--- src/rtl/mono_pulse_pkg.sv ---
package mono_pulse_pkg;

   // Policy for triggers that land while a pulse is running
   typedef enum logic {
      TRIG_IGNORE_BUSY = 1'b0,
      TRIG_RESTART     = 1'b1
   } retrig_mode_e;

   // Status decoded from the remaining-cycle counter
   typedef struct packed {
      logic busy;   // count is nonzero: output high
      logic last;   // count is one: final high cycle
   } ctr_status_t;

   localparam int MIN_CNT_W = 1;
   localparam int MAX_CNT_W = 32;

endpackage

--- src/rtl/mono_rise_detect.sv ---
module mono_rise_detect (
   input  logic clk_i,
   input  logic rst_i,
   input  logic lvl_i,
   output logic rise_o
);

   logic lvl_q;

   always_ff @(posedge clk_i) begin
      if (rst_i) begin
         lvl_q <= 1'b0;
      end else begin
         lvl_q <= lvl_i;
      end
   end

   assign rise_o = lvl_i & ~lvl_q;

endmodule

--- src/rtl/mono_accept_policy.sv ---
module mono_accept_policy
   import mono_pulse_pkg::*;
(
   input  logic         rise_i,
   input  retrig_mode_e mode_i,
   input  ctr_status_t  status_i,
   output logic         load_o
);

   always_comb begin
      unique case (mode_i)
         TRIG_RESTART:     load_o = rise_i;
         TRIG_IGNORE_BUSY: load_o = rise_i & (~status_i.busy | status_i.last);
         default:          load_o = 1'b0;
      endcase
   end

endmodule

--- src/rtl/mono_interval_ctr.sv ---
module mono_interval_ctr
   import mono_pulse_pkg::*;
#(
   parameter int CNT_W = 8
) (
   input  logic             clk_i,
   input  logic             rst_i,
   input  logic             load_i,
   input  logic [CNT_W-1:0] width_i,
   output logic [CNT_W-1:0] count_o,
   output ctr_status_t      status_o
);

   localparam logic [CNT_W-1:0] CNT_ZERO = '0;
   localparam logic [CNT_W-1:0] CNT_ONE  = CNT_W'(1);

   logic [CNT_W-1:0] cnt_q;

   always_ff @(posedge clk_i) begin
      if (rst_i) begin
         cnt_q <= CNT_ZERO;
      end else if (load_i) begin
         cnt_q <= width_i;
      end else if (cnt_q != CNT_ZERO) begin
         cnt_q <= cnt_q - CNT_ONE;
      end
   end

   assign count_o       = cnt_q;
   assign status_o.busy = (cnt_q != CNT_ZERO);
   assign status_o.last = (cnt_q == CNT_ONE);

endmodule

--- src/rtl/mono_pulse.sv ---
module mono_pulse
   import mono_pulse_pkg::*;
#(
   parameter int CNT_W = 8
) (
   input  logic             clk_i,
   input  logic             rst_i,
   input  logic             trig_i,
   input  logic [CNT_W-1:0] tp_i,
   input  logic             retrig_i,
   output logic             pulse_o
);

   generate
      if (CNT_W < MIN_CNT_W || CNT_W > MAX_CNT_W) begin : g_bad_width
         $error("mono_pulse: CNT_W must lie within the supported range");
      end
   endgenerate

   logic             trig_rise;
   logic             load;
   logic [CNT_W-1:0] cnt_q;
   ctr_status_t      status;
   retrig_mode_e     mode;

   assign mode = retrig_mode_e'(retrig_i);

   mono_rise_detect i_rise (
      .clk_i  (clk_i),
      .rst_i  (rst_i),
      .lvl_i  (trig_i),
      .rise_o (trig_rise)
   );

   mono_accept_policy i_policy (
      .rise_i   (trig_rise),
      .mode_i   (mode),
      .status_i (status),
      .load_o   (load)
   );

   mono_interval_ctr #(
      .CNT_W (CNT_W)
   ) i_ctr (
      .clk_i    (clk_i),
      .rst_i    (rst_i),
      .load_i   (load),
      .width_i  (tp_i),
      .count_o  (cnt_q),
      .status_o (status)
   );

   assign pulse_o = status.busy;

endmodule

--- config.mk ---
export PLATFORM = sky130hd
export DESIGN_NAME = mono_pulse
export DESIGN_NICKNAME = d
export VERILOG_FILES = /design/src/rtl/mono_pulse_pkg.sv /design/src/rtl/mono_rise_detect.sv /design/src/rtl/mono_accept_policy.sv /design/src/rtl/mono_interval_ctr.sv /design/src/rtl/mono_pulse.sv
export SDC_FILE = /design/constraint.sdc
export NUM_CORES = 1
export LEC_CHECK = 0
export BUFFER_PORTS_ARGS = -buffer_cell sky130_fd_sc_hd__buf_2
export CELL_PAD_IN_SITES_DETAIL_PLACEMENT = 0
export CELL_PAD_IN_SITES_GLOBAL_PLACEMENT = 1
export CORE_MARGIN = 2
export CORE_UTILIZATION = 40
export CTS_CLUSTER_DIAMETER = 30
export DETAILED_ROUTE_END_ITERATION = 16
export PLACE_DENSITY_LB_ADDON = 0.1
export SLEW_MARGIN = 20
export SYNTH_ARGS = -nofsm -noshare
export SYNTH_HDL_FRONTEND = slang
export SYNTH_SLANG_ARGS = --single-unit
--- constraint.sdc ---
create_clock -name clk_i -period 3.9 [get_ports clk_i]
set_input_delay 0.39 -clock clk_i [delete_from_list [all_inputs] [get_ports clk_i]]
set_output_delay 0.39 -clock clk_i [all_outputs]
set_load 0.01 [all_outputs]
Word level (Yosys, flattened, before mapping)
Cells that the tools add are included.
Word-level totals
  word-level logic and storage cells: 15
  register bits: 9
Cells by class
  bitwise gates (word level): 6
  reductions and logical operators: 2
  add/sub/neg operators: 1
  multiplexer cells: 3
  equality and inequality tests: 1
Operator list (count)
  two-way mux 8 bit: 2
  == test 8 x 1 -> 1 bit (second input constant): 1
  nonzero test 8 bit: 1
  subtractor 8 x 1 -> 8 bit (second input constant): 1
  NOT 1 bit: 3
  bitwise AND 1 bit: 2
  one-hot mux 1 bit (2 select lines): 1
  nonzero test 2 bit: 1
  OR 1 bit: 1

Depth between registers and ports, before layout
  depth after elaboration: 6
  depth in mapped cells: 6
  mapped depth without buffers: 6

Hierarchy
Synthesis repeated with hierarchy kept, for this count alone.
Second synthesis, totals
  cell total of the unflattened synthesis: 63
  area total of the unflattened synthesis: 555.5 um^2
Modules (own cells, without submodules)
  mono_interval_ctr: area each 496.7 um^2, cells each 58, instances 1
  mono_rise_detect: area each 47.5 um^2, cells each 3, instances 1
  mono_accept_policy: area each 11.3 um^2, cells each 2, instances 1

Least setup slack after synthesis
No wires, ideal clock.
  kind: register to register
  from: reg i_ctr.cnt_q[2], in the netlist i_ctr.count_o[2]
  to: reg i_ctr.cnt_q[5], in the netlist i_ctr.count_o[5]
  cell stages (with the launch flop): 5
  slack: 2.060 ns
  data arrival time: 1.744 ns
  clock period less this slack: 1.840 ns
  setup time: 0.095 ns
  required time: 3.805 ns
  path through: dfxtp_1 -> or4_4 -> o41ai_4 -> nand2_2 -> a221oi_1
On the way
  word-level cells in the longest chain between the ends: 6
  elaborated cells between the ends (all ways): 10
  those cells by class: add/sub: 1; eq/ne: 1; mux: 3; bitwise: 3; reduce/logical: 2
RTL lines
  from (decl): RTL line mono_interval_ctr.sv:17  | logic [CNT_W-1:0] cnt_q;
  from (signal assigned): RTL line mono_interval_ctr.sv:23  | cnt_q <= width_i;
  from (signal assigned): RTL line mono_interval_ctr.sv:25  | cnt_q <= cnt_q - CNT_ONE;
  parallel branches: the longest is 6 deep, another holds subtractor 8 x 1 -> 8 bit
Several ways; the timed one is not identified. The select of a mux whose other input is x is not followed.
A chain may end at the register's enable or synchronous reset.

Final worst setup path
  from: reg i_ctr.cnt_q[2], in the netlist i_ctr.count_o[2]
  to: out pulse_o
On the way
  word-level cells in the longest chain between the ends: 1
RTL lines
  nonzero test 8 bit: RTL line mono_interval_ctr.sv:30  | assign status_o.busy = (cnt_q != CNT_ZERO);
  to (decl): RTL line mono_pulse.sv:11  | output logic pulse_o
Every way passes these cells.

==> summary.txt <==
CTS
  • Buffer count from post-CTS setup fixing: 0
  • CTS H-tree depth: 1
  • Post-CTS Hold Buffers: 0
  • CTS clock-pin slew for the worst setup and hold paths: ~0.06 ns
  • Inserted Clock Buffers: 3
  • CTS tree: built
  • Root Driver: clkbuf_4
  • CTS Buffer Depth: 2
  • # clock sinks: 9
  • CTS resizes: 0
  • Skew-Pair Late Insertion Delay: 0.26 ns

Floorplanning
  • I/O pin count: 13
  • Die span in y: 42.7 µm
  • Initial Util: around 44%
  • Die X-Extent: 42.7 µm
  • Core Box Area: 1350 µm²
  • Die area: 1820 µm²
  • Rows: 13

Global route
  • Largest net degree at the start of global routing: 12
  • Global Route Usage Sum: 17.3%
  • Antenna violations before repair: 0
  • Vias in the first global route: 537
  • First-pass GRT wire length: 2370 µm
  • GRT overflow: 0

Route
  • DRC violations left: 0
  • Max Used Layer: met4
  • WL/cell: 13.8 µm
  • DR WL met3: 38 µm
  • Via-to-Cell Ratio: 5.52
  • Final wirelength: about 1300 µm
  • Drt pass-1 iters: 4
  • Metal1 wirelength: 709 µm
  • Detailed Route Iter0 Violations: 11
  • DR vias: 535
  • Routed Antenna Nets: 0
  • Met2 wire len: 555 µm

Setup path
  • Reg2reg setup slack: 1.82 ns
  • Reg-to-Reg End: i_ctr.count_o[6]$_SDFFE_PP0P_
  • Worst-path cell chain: nor4_1 -> nand2_1 -> buf_2
  • Critical Path AT: 1.85 ns
  • WP data required: 3.51 ns
  • Worst setup EP type: output pin
  • Critical path class: flop to output pin
  • Delay-heaviest family, CP: simple AND/OR/NAND/NOR gates
  • FF-to-FF path depth: 4
  • Reg2reg start: i_ctr.count_o[2]$_SDFFE_PP0P_
  • Crit path buf inv count: 1
  • Crit path max fanout: 6
  • Startpoint Class: flop
  • Worst stage delay on the critical path: 0.70 ns
  • CP max-delay cell: nor4_1

Yosys
  • Syn nets: 83
  • Synthesized cell area: 598 µm²
  • Post-synthesis area per instance: 8.80 µm²
  • #FFs+latches synth: 9
  • Cells after Synth: 68
  • Sequential area share after synthesis: 30.1%
  • Synth cell types: 26
  • Syn. warnings: 0

Min path
  • Hold Crit Endpoint: i_rise.lvl_q$_SDFF_PP0_
  • WHS Path Cells: 2
  • Worst hold path startpoint: trig_i
  • Hold Path Class: input pin to flop

STA
  • Slew Limit Headroom: 48.4%
  • Setup TNS: 0 ns
  • Fmax: 447 MHz
  • Fin crit period: ~2.2 ns
  • Final period util: approximately 57%
  • Setup Viol. Count Final: 0
  • Clock skew: 0.00171 ns
  • Final Max Tran Viols: 0
  • Worst Tran Pin Value: approximately 0.77 ns
  • RSZ-0062 raised after global routing: false
  • Final Hold Fails: 0

Pwr
  • Total chip power: 603 µW
  • Leakage: 0.000296 µW
  • Peak supply drop: 338 µV
  • Power Density: just under 900 nW/µm²

Cells and area
  • Nets: 98
  • Most common cell after layout, fill and taps aside: buf_2
  • Ant. Diodes: 0
  • Final core utilization: 51.5%
  • Synth-to-Final Area Change: 16.3%
  • Share of layout cells above drive strength 1: between 20 and 30%
  • Most frequent cells in the layout: 12 x buf_2, 9 x nor2_1, 9 x dfxtp_1

Run
  • Max_cap viols: 0

Placement
  • Gp weighted congestion: 0.798
  • PortBufs: 12
  • DP Wirelength: 1010 µm

Run status
  • Status: complete, no violations
-- layout make-up --
cell class / count / area [µm²]
Timing Repair Buffer: 12 / 60.1
Inverter: 3 / 11.3
Multi-Input combinational cell: 54 / 399
Fill cell: 134 / 654
Clock buffer: 4 / 26.3
Sequential cell: 9 / 180
Tap cell: 15 / 18.8
-- worst max path at each step --
stage	from	endpoint	slack, ns	cells after the start
finish	i_ctr.count_o[2]$_SDFFE_PP0P_	pulse_o	1.66	3
CTS	i_ctr.count_o[2]$_SDFFE_PP0P_	pulse_o	1.65	3
floorplan	i_ctr.count_o[2]$_SDFFE_PP0P_	i_ctr.count_o[5]$_SDFFE_PP0P_	2.06	4
global placement	i_ctr.count_o[2]$_SDFFE_PP0P_	i_ctr.count_o[5]$_SDFFE_PP0P_	1.77	4
global route	i_ctr.count_o[2]$_SDFFE_PP0P_	pulse_o	1.47	3
detailed placement	i_ctr.count_o[2]$_SDFFE_PP0P_	i_ctr.count_o[6]$_SDFFE_PP0P_	1.83	4
-- Yosys cell counts --
cell type,number,area [µm²]
nand2_2,1,6.26
o21ai_0,3,15.0
xor2_1,2,17.5
nand2b_1,3,18.8
nand2_1,2,7.51
a22oi_1,1,7.51
nor2_1,9,33.8
mux2i_1,3,30.0
nor3b_1,2,15.0
ha_1,3,37.5
a21oi_1,3,15.0
a31o_2,2,17.5
o41ai_4,1,27.5
clkbuf_1,2,7.51
inv_1,3,11.3
o41a_2,1,12.5
or4_4,1,11.3
a221oi_1,3,26.3
o31ai_1,1,7.51
nor4_1,2,12.5
nand3_1,3,15.0
a221o_2,2,22.5
o211ai_1,2,15.0
or4_2,1,8.76
dfxtp_1,9,180
nor2b_1,3,18.8
-- through the flow --
stage | setup slack [ns] | instances | hold slack, ns | cell area (µm²)
2_1_floorplan | 2.06 | 68 | 0.518 | 598
3_3_place_gp | 1.77 | 93 | 0.621 | 669
3_5_place_dp | 1.83 | 93 | 0.602 | 669
4_1_cts | 1.65 | 97 | 0.361 | 696
5_1_grt | 1.47 | 97 | 0.378 | 696
6_report | 1.66 | 97 | 0.363 | 696
-- report_power, final --
group | internal, µW | switching (µW) | total (µW)
logic | 160 | 182 | 342
registers | 131 | 57.6 | 188
clock network | 39.5 | 33.8 | 73.3
-- registers in the layout, indices dropped and copies added (netlist names) --
signal and cells:
i_rise.lvl_q 1, i_ctr.count_o 8
-- cells by family (layout without fill, tap and decap cells) --
group	count (synthesis)	after routing	synth area share, %
and+or+nand+nor	27	27	24.7
AOI/OAI and AO/OA	19	19	27.8
DFF	9	9	30.1
buffers and inverters	5	19	3.14
adders and majority gates	3	3	6.28
muxes	3	3	5.02
xor gates and xnor gates	2	2	2.93
-- layer usage --
metal | GRT usage (%) | vias up
li1 | - | 285
met1 | 23.3 | 235
met2 | 25.5 | 10
met3 | 3.83 | 5
met4 | 9.38 | 0
met5 | 0 | -
Note: power is estimated with default switching activity, not from simulation.
